==> config.mk <==
export PLATFORM = sky130hd
export DESIGN_NAME = frame_tx_retry
export DESIGN_NICKNAME = d
export VERILOG_FILES = /design/src/rtl/frame_tx_pkg.sv /design/src/rtl/tx_host_regs.sv /design/src/rtl/tx_byte_serializer.sv /design/src/rtl/tx_attempt_ctrl.sv /design/src/rtl/frame_tx_retry.sv
export SDC_FILE = /design/constraint.sdc
export NUM_CORES = 1
export LEC_CHECK = 0
export ABC_AREA = 1
export BUFFER_PORTS_ARGS = -buffer_cell sky130_fd_sc_hd__buf_2
export CAP_MARGIN = 20
export CORE_ASPECT_RATIO = 1.25
export CORE_MARGIN = 2
export CORE_UTILIZATION = 55
export CTS_CLUSTER_SIZE = 10
export DETAILED_ROUTE_END_ITERATION = 8
export PLACE_DENSITY = 0.77
export SLEW_MARGIN = 20
export SYNTH_ARGS = -nofsm -noshare
export SYNTH_HDL_FRONTEND = slang
export SYNTH_SLANG_ARGS = --single-unit
==> constraint.sdc <==
create_clock -name clk -period 2.6 [get_ports clk]
set_input_delay 0.26 -clock clk [delete_from_list [all_inputs] [get_ports clk]]
set_output_delay 0.26 -clock clk [all_outputs]
set_load 0.005 [all_outputs]
==> src/rtl/frame_tx_pkg.sv <==
package frame_tx_pkg;

    localparam int RETRY_W = 4;

    localparam logic [7:0]  PREAMBLE_BYTE = 8'h55;
    localparam logic [7:0]  SFD_BYTE      = 8'hA7;
    localparam logic [7:0]  CTRL_RESET    = 8'h30;
    localparam logic [15:0] CRC_POLY      = 16'h1021;

    localparam logic [1:0] ADDR_CTRL = 2'd0;
    localparam logic [1:0] ADDR_STAT = 2'd1;
    localparam logic [1:0] ADDR_IRQ  = 2'd2;

    typedef enum logic [2:0] {
        SER_IDLE, SER_PRE, SER_SFD, SER_BODY, SER_FCS_LO, SER_FCS_HI
    } ser_state_t;

    typedef enum logic [1:0] {
        ATT_IDLE, ATT_SEND, ATT_WAIT
    } att_state_t;

    typedef struct packed {
        logic               ack_req;
        logic [RETRY_W-1:0] limit;
    } tx_cfg_t;

    typedef struct packed {
        logic [RETRY_W-1:0] retries;
        logic               fail;
    } tx_result_t;

    // Bit-serial CRC-16 update, MSB of the byte first.
    function automatic logic [15:0] crc16_step(input logic [15:0] crc_in,
                                               input logic [7:0]  data);
        logic [15:0] c;
        c = crc_in;
        for (int i = 7; i >= 0; i--) begin
            if (c[15] ^ data[i]) c = (c << 1) ^ CRC_POLY;
            else                 c = c << 1;
        end
        return c;
    endfunction

endpackage

==> src/rtl/tx_host_regs.sv <==
module tx_host_regs
    import frame_tx_pkg::*;
(
    input  logic       clk,
    input  logic       rst,
    input  logic       reg_wr,
    input  logic       reg_rd,
    input  logic [1:0] reg_addr,
    input  logic [7:0] reg_wdata,
    output logic [7:0] reg_rdata,
    input  logic       busy,
    input  logic       done,
    input  tx_result_t result,
    output logic       start,
    output tx_cfg_t    start_cfg
);

    logic               send_q;
    logic               ackreq_q;
    logic [RETRY_W-1:0] lim_q;
    tx_result_t         stat_q;
    logic               irq_q;
    logic               wr_ctrl;
    logic               unused_wbits;

    assign wr_ctrl      = reg_wr && (reg_addr == ADDR_CTRL);
    assign start        = wr_ctrl && !busy && reg_wdata[0];
    assign start_cfg    = '{ack_req: reg_wdata[2], limit: reg_wdata[7:4]};
    assign unused_wbits = reg_wdata[3] ^ reg_wdata[1];

    always_ff @(posedge clk) begin
        if (rst) begin
            send_q   <= 1'b0;
            ackreq_q <= CTRL_RESET[2];
            lim_q    <= CTRL_RESET[7:4];
            stat_q   <= '0;
            irq_q    <= 1'b0;
        end else begin
            if (done) send_q <= 1'b0;
            if (wr_ctrl && !busy) begin
                send_q   <= reg_wdata[0];
                ackreq_q <= reg_wdata[2];
                lim_q    <= reg_wdata[7:4];
            end
            if (done) begin
                stat_q <= result;
                irq_q  <= 1'b1;
            end else if (reg_rd && reg_addr == ADDR_IRQ) begin
                irq_q <= 1'b0;
            end
        end
    end

    always_comb begin
        case (reg_addr)
            ADDR_CTRL: reg_rdata = {lim_q, 1'b0, ackreq_q, 1'b0, send_q};
            ADDR_STAT: reg_rdata = {stat_q.retries, 3'b000, stat_q.fail};
            ADDR_IRQ:  reg_rdata = {7'd0, irq_q};
            default:   reg_rdata = 8'h00;
        endcase
    end

    p_irq_set_r5: assert property (@(posedge clk) disable iff (rst)
        done |=> irq_q);

    p_irq_clear_r9: assert property (@(posedge clk) disable iff (rst)
        (reg_rd && reg_addr == ADDR_IRQ && !done) |=> !irq_q);

    p_ctrl_locked_r10: assert property (@(posedge clk) disable iff (rst)
        (wr_ctrl && busy) |=> ($stable(lim_q) && $stable(ackreq_q)));

endmodule

==> src/rtl/tx_byte_serializer.sv <==
module tx_byte_serializer
    import frame_tx_pkg::*;
#(
    parameter int BUF_AW  = 6,
    parameter int PRE_LEN = 4
) (
    input  logic              clk,
    input  logic              rst,
    input  logic              go,
    output logic [BUF_AW-1:0] rd_addr,
    input  logic [7:0]        rd_data,
    output logic              tx_valid,
    input  logic              tx_ready,
    output logic [7:0]        tx_data,
    output logic              frame_done
);

    localparam int PW = (PRE_LEN > 1) ? $clog2(PRE_LEN) : 1;

    ser_state_t  st;
    logic [7:0]  idx;
    logic [7:0]  len_q;
    logic [PW-1:0] pcnt;
    logic [15:0] crc;

    assign rd_addr  = idx[BUF_AW-1:0];
    assign tx_valid = (st != SER_IDLE);

    always_comb begin
        case (st)
            SER_PRE:    tx_data = PREAMBLE_BYTE;
            SER_SFD:    tx_data = SFD_BYTE;
            SER_BODY:   tx_data = rd_data;
            SER_FCS_LO: tx_data = crc[7:0];
            SER_FCS_HI: tx_data = crc[15:8];
            default:    tx_data = 8'h00;
        endcase
    end

    always_ff @(posedge clk) begin
        if (rst) begin
            st         <= SER_IDLE;
            idx        <= '0;
            len_q      <= '0;
            pcnt       <= '0;
            crc        <= '0;
            frame_done <= 1'b0;
        end else begin
            frame_done <= 1'b0;
            case (st)
                SER_IDLE: if (go) begin
                    st    <= SER_PRE;
                    pcnt  <= '0;
                    crc   <= '0;
                    idx   <= '0;
                    len_q <= rd_data;
                end
                SER_PRE: if (tx_ready) begin
                    if (pcnt == PW'(PRE_LEN - 1)) st <= SER_SFD;
                    else pcnt <= pcnt + 1'b1;
                end
                SER_SFD: if (tx_ready) st <= SER_BODY;
                SER_BODY: if (tx_ready) begin
                    crc <= crc16_step(crc, rd_data);
                    if (idx == len_q) st <= SER_FCS_LO;
                    else idx <= idx + 8'd1;
                end
                SER_FCS_LO: if (tx_ready) st <= SER_FCS_HI;
                SER_FCS_HI: if (tx_ready) begin
                    st         <= SER_IDLE;
                    idx        <= '0;
                    frame_done <= 1'b1;
                end
                default: st <= SER_IDLE;
            endcase
        end
    end

    p_hold_r2: assert property (@(posedge clk) disable iff (rst)
        (tx_valid && !tx_ready) |=> (tx_valid && $stable(tx_data)));

    p_go_idle_r4: assert property (@(posedge clk) disable iff (rst)
        go |-> (st == SER_IDLE));

endmodule

==> src/rtl/tx_attempt_ctrl.sv <==
module tx_attempt_ctrl
    import frame_tx_pkg::*;
#(
    parameter int ACK_WAIT = 48
) (
    input  logic       clk,
    input  logic       rst,
    input  logic       start,
    input  tx_cfg_t    cfg,
    input  logic       frame_done,
    input  logic       ack_in,
    output logic       frame_go,
    output logic       busy,
    output logic       done,
    output tx_result_t result
);

    localparam int WW = $clog2(ACK_WAIT + 1);

    att_state_t         st;
    tx_cfg_t            cfg_q;
    logic [RETRY_W-1:0] tries;
    logic [WW-1:0]      wcnt;

    assign busy = (st != ATT_IDLE);

    always_ff @(posedge clk) begin
        if (rst) begin
            st       <= ATT_IDLE;
            cfg_q    <= '0;
            tries    <= '0;
            wcnt     <= '0;
            frame_go <= 1'b0;
            done     <= 1'b0;
            result   <= '0;
        end else begin
            frame_go <= 1'b0;
            done     <= 1'b0;
            case (st)
                ATT_IDLE: if (start) begin
                    cfg_q    <= cfg;
                    tries    <= '0;
                    frame_go <= 1'b1;
                    st       <= ATT_SEND;
                end
                ATT_SEND: if (frame_done) begin
                    if (cfg_q.ack_req) begin
                        st   <= ATT_WAIT;
                        wcnt <= '0;
                    end else begin
                        st     <= ATT_IDLE;
                        done   <= 1'b1;
                        result <= '{retries: tries, fail: 1'b0};
                    end
                end
                ATT_WAIT: begin
                    if (ack_in) begin
                        st     <= ATT_IDLE;
                        done   <= 1'b1;
                        result <= '{retries: tries, fail: 1'b0};
                    end else if (wcnt == WW'(ACK_WAIT - 1)) begin
                        if (tries == cfg_q.limit) begin
                            st     <= ATT_IDLE;
                            done   <= 1'b1;
                            result <= '{retries: tries, fail: 1'b1};
                        end else begin
                            tries    <= tries + 1'b1;
                            frame_go <= 1'b1;
                            st       <= ATT_SEND;
                        end
                    end else begin
                        wcnt <= wcnt + 1'b1;
                    end
                end
                default: st <= ATT_IDLE;
            endcase
        end
    end

    p_retry_bound_r7: assert property (@(posedge clk) disable iff (rst)
        busy |-> (tries <= cfg_q.limit));

    p_fail_at_limit_r7: assert property (@(posedge clk) disable iff (rst)
        (done && result.fail) |-> (result.retries == cfg_q.limit));

    p_early_ack_r8: assert property (@(posedge clk) disable iff (rst)
        (st == ATT_SEND && cfg_q.ack_req && ack_in && !frame_done) |=> !done);

    p_done_pulse_r5: assert property (@(posedge clk) disable iff (rst)
        done |=> !done);

endmodule

==> src/rtl/frame_tx_retry.sv <==
module frame_tx_retry
    import frame_tx_pkg::*;
#(
    parameter int  BUF_DEPTH = 64,
    parameter int  PRE_LEN   = 4,
    parameter int  ACK_WAIT  = 48,
    localparam int BUF_AW    = $clog2(BUF_DEPTH)
) (
    input  logic              clk,
    input  logic              rst,
    input  logic              reg_wr,
    input  logic              reg_rd,
    input  logic [1:0]        reg_addr,
    input  logic [7:0]        reg_wdata,
    output logic [7:0]        reg_rdata,
    input  logic              buf_we,
    input  logic [BUF_AW-1:0] buf_addr,
    input  logic [7:0]        buf_wdata,
    output logic              tx_valid,
    input  logic              tx_ready,
    output logic [7:0]        tx_data,
    input  logic              ack_in
);

    logic [7:0]        frame_mem [BUF_DEPTH];
    logic [BUF_AW-1:0] rd_addr;
    logic [7:0]        rd_data;
    logic              start, busy, done, frame_go, frame_done;
    tx_cfg_t           start_cfg;
    tx_result_t        result;

    always_ff @(posedge clk) begin
        if (buf_we && !busy) frame_mem[buf_addr] <= buf_wdata;
    end
    assign rd_data = frame_mem[rd_addr];

    tx_host_regs u_regs (
        .clk(clk), .rst(rst),
        .reg_wr(reg_wr), .reg_rd(reg_rd), .reg_addr(reg_addr),
        .reg_wdata(reg_wdata), .reg_rdata(reg_rdata),
        .busy(busy), .done(done), .result(result),
        .start(start), .start_cfg(start_cfg)
    );

    tx_attempt_ctrl #(.ACK_WAIT(ACK_WAIT)) u_ctrl (
        .clk(clk), .rst(rst),
        .start(start), .cfg(start_cfg),
        .frame_done(frame_done), .ack_in(ack_in),
        .frame_go(frame_go), .busy(busy), .done(done), .result(result)
    );

    tx_byte_serializer #(.BUF_AW(BUF_AW), .PRE_LEN(PRE_LEN)) u_ser (
        .clk(clk), .rst(rst), .go(frame_go),
        .rd_addr(rd_addr), .rd_data(rd_data),
        .tx_valid(tx_valid), .tx_ready(tx_ready), .tx_data(tx_data),
        .frame_done(frame_done)
    );

endmodule

==> results.sh <==
export IMPL_coreArea_mm2=0.04517
export IMPL_syn_inst=2382
export IMPL_via_count=19100
export IMPL_holdCritPathClass="in2reg"
export IMPL_place_area_mm2=0.02627
export IMPL_drtAntennaViolNets=0
export IMPL_drive_gt1_frac=0.1821
export IMPL_required_ns=2.34
export IMPL_fin_util=0.6652
export IMPL_drt_iter0_drc=2187
export IMPL_rsz0062_at_grt="yes"
export IMPL_start_util=0.5566
export IMPL_crit_family="simple AND/OR/NAND/NOR gates"
export IMPL_critPathBufInv=5
export IMPL_nFillCells=3052
export IMPL_wl_mm=69.75
export IMPL_overflow=0
export IMPL_leakagePower_nw=11.13
export IMPL_synth_top_area_frac=0.6115
export IMPL_fmax_ghz=0.3199
export IMPL_fin_area_mm2=0.03005
export IMPL_syn_to_final_growth_pct=19.52
export IMPL_cp_cell_sequence="buf_12, clkinv_16, buf_16, buf_16, nand2_2, nand3_2, nand3_1, nand2_1, nand2_1, nand3_2, nand3_4, nand2_4, a21oi_2, o221ai_2, buf_2"
export IMPL_synth_area_leader_cell="edfxtp_1"
export IMPL_drt_met1_wl_mm=23.69
export IMPL_ys_ff_latch=592
export IMPL_swShare=0.3348
export IMPL_track_usage=0.2752
export IMPL_gp_congestion=0.9419
export IMPL_cts_buffer_depth=3
export IMPL_syn_area_per_cell_um2=10.56
export IMPL_cts_htree_levels=3
export IMPL_cts_root_buffer="clkbuf_16"
export IMPL_wl_per_cell_um=22.23
export IMPL_fin_ws_ns=-0.5262
export IMPL_num_rows=87
export IMPL_clkPwrFrac=0.300
export IMPL_setup_viol=15
export IMPL_ys_async_sr_fraction=0
export IMPL_finalMaxSlewViolations=0
export IMPL_p_sw_mw=9.615
export IMPL_p_per_area_mw_per_mm2=955.7
export IMPL_grt_pass1_vias=18390
export IMPL_synth_ff_type="edfxtp_1"
export IMPL_synthTopCellsByArea="edfxtp_1, nand2_1, nand3_1"
export IMPL_min_period_over_period=1.202
export IMPL_setup_tns_ns=-3.255
export IMPL_vias_per_cell=6.087
export IMPL_die_area_mm2=0.04745
export IMPL_grt_pass1_wl_mm=99.88
export IMPL_cts_sinks=592
export IMPL_grt_max_degree=65
export IMPL_dp_hpwl_mm=39.03
export IMPL_nets=2574
export IMPL_cp_slowest_cell="dfxtp_4"
export IMPL_tightest_slew_ns=0.8929
export IMPL_synth_common_cells="nand2_1, edfxtp_1, nand3_1, nor2_1, inv_1"
export IMPL_clk_pin_slew_ns=0.06
export IMPL_io_buffers=43
export IMPL_crit_path_max_incr_delay_ns=0.36
export IMPL_start_kind="register"
export IMPL_synth_edff_count=512
export IMPL_power_mw=28.72
export IMPL_arrival_ns=2.87
export IMPL_antenna_found_initial=3
export IMPL_path_class="reg2out"
export IMPL_pwr_share_seq=0.372
export IMPL_drc=0
export IMPL_vdd_drop_max_mv=0.5085
export IMPL_p_int_mw=19.10
export IMPL_tritoncts="done"
export IMPL_synth_seq_area_share=0.6752
export IMPL_clock_skew_final_ns=0.02968
export IMPL_cap_viol_max_count=0
export IMPL_ioPinCount=48
export IMPL_synth_area_mm2=0.02514
export IMPL_outcome="finished, violations left"
export IMPL_max_slew_margin=0.4047
export IMPL_fp_dieW_um=195.2
export IMPL_synth_most_common_cell="nand2_1"
export IMPL_fin_crit_ns=3.126
export IMPL_routed_top_layer="met5"
export IMPL_stdcell_count=3138
export IMPL_clkLatencyLatePin_ns=0.60
export IMPL_crit_fanout=9
export IMPL_wl_met2_mm=35.13
export IMPL_p_comb_frac=0.328
export IMPL_violations="setup timing"
export IMPL_ys_types=43
export IMPL_hold_violations=0
export IMPL_cts_buffers=69
export IMPL_wl_met3_mm=6.490
export IMPL_chipHeight_um=243.0
export IMPL_ys_warn_count=0
export IMPL_first_pass_iters=6
export IMPL_dp_cells=2972
export IMPL_end_kind="output pin"
==> path summary, 6_finish.rpt <==
kind	start	to	slack [ns]	cells past startpoint
worst max-delay path	register	tx_data[7]	-0.53	15
worst min-delay path	tx_ready	u_ser.frame_done	0.04	3
worst max register to register	register	u_ser.crc[15]	-0.15	18
worst min register to register	u_regs.stat_q[0]	u_regs.stat_q[0]	0.46	2
==> cell usage in the layout (no fill, tap or decap), types with 6 or more instances in the layout <==
| cell | instances |
|---|---|
| nand2_1 | 717 |
| buf_16 | 12 |
| xnor2_1 | 9 |
| a21oi_2 | 6 |
| inv_1 | 98 |
| nor2_1 | 99 |
| nor3_1 | 11 |
| dlygate4sd3_1 | 8 |
| dfxtp_1 | 76 |
| clkbuf_1 | 16 |
| buf_6 | 7 |
| o21ai_0 | 35 |
| edfxtp_1 | 512 |
| nand3_2 | 85 |
| nand4_1 | 12 |
| clkbuf_16 | 86 |
| nand3_1 | 398 |
| a21oi_1 | 55 |
| nand3_4 | 14 |
| nand2_2 | 62 |
| buf_12 | 19 |
| buf_2 | 43 |
| ha_1 | 8 |
| buf_4 | 96 |
==> worst min-delay path: cells and delay by family <==
family	cells	cell delay, ns
buffers and inverters	2	0.24
and+or+nand+nor	1	0.08
==> power by group through the flow <==
| stage | Clock, mW | Sequential, mW | Combinational [mW] |
|---|---|---|---|
| after global routing | 9.04 | 10.7 | 10.0 |
| final | 8.61 | 10.7 | 9.43 |
| after floorplan | 0 | 10.8 | 4.98 |
| after detailed placement | 0 | 10.9 | 6.97 |
| after CTS | 8.67 | 10.7 | 7.99 |
| after global placement | 0 | 10.9 | 6.76 |
==> registers in the layout, indices dropped and copies added, names as in the netlist, named ones only <==
name,flops
u_ser.st,3
frame_mem,512
u_ctrl.cfg_q,5
u_regs.ackreq_q,1
u_ctrl.done,1
u_ctrl.result,5
u_regs.stat_q,5
u_ser.pcnt,2
u_ser.crc,16
u_ser.idx,8
u_ctrl.st,2
u_ser.frame_done,1
u_regs.send_q,1
u_ctrl.tries,4
u_regs.lim_q,4
u_ctrl.frame_go,1
u_ctrl.wcnt,6
u_regs.irq_q,1
u_ser.len_q,8
==> stage by stage <==
stage / worst slack [ns] / hold WS (ns)
floorplan: 0.4667 / 0.3589
global placement: 0.1049 / 0.4384
detailed placement: 0.06935 / 0.4541
CTS: -0.3386 / 0.02372
global route: -0.5487 / 0.05443
finish: -0.5262 / 0.04324
==> per-layer routing <==
metal	up-vias	GRT usage
met2	1201	0.4777
met4	6	0.1796
met1	9079	0.3140
met5	-	0
met3	305	0.04710
li1	8511	-
==> repair_timing <==
item | CTS | global route
buffers inserted | 24 | 17
hold buffers | 8 | 0
setup endpoints to repair | 9 | 36
resized for setup | 58 | 150
endpoints found under the hold margin | 9 | 0
cloned | 8 | 14
pin swaps | 18 | 62
==> cells by family after synthesis <==
logic type | count (synthesis) | synth area share
simple gates | 1416 | 0.2418
xor+xnor | 14 | 0.004877
other cells | 1 | 0.0001491
flops | 592 | 0.6752
fa+ha+maj | 8 | 0.003981
compound gates | 122 | 0.02692
buf+inv | 229 | 0.04708
==> final cells by class <==
| cell class | instances | area (µm²) | share of cell area |
|---|---|---|---|
| sequential | 592 | 16990 | 0.5653 |
| multi-input combinational | 1562 | 7756 | 0.2581 |
| timing repair buffer | 202 | 2201 | 0.07324 |
| clock buffer | 88 | 1862 | 0.06196 |
| tap | 578 | 723.2 | 0.02407 |
| inverter | 107 | 430.4 | 0.01432 |
| clock inverter | 7 | 80.08 | 0.002665 |
| timing repair inverter | 1 | 8.758 | 0.0002915 |
| antenna | 1 | 2.502 | 0.00008327 |
Note: power is estimated with default switching activity, not from simulation.
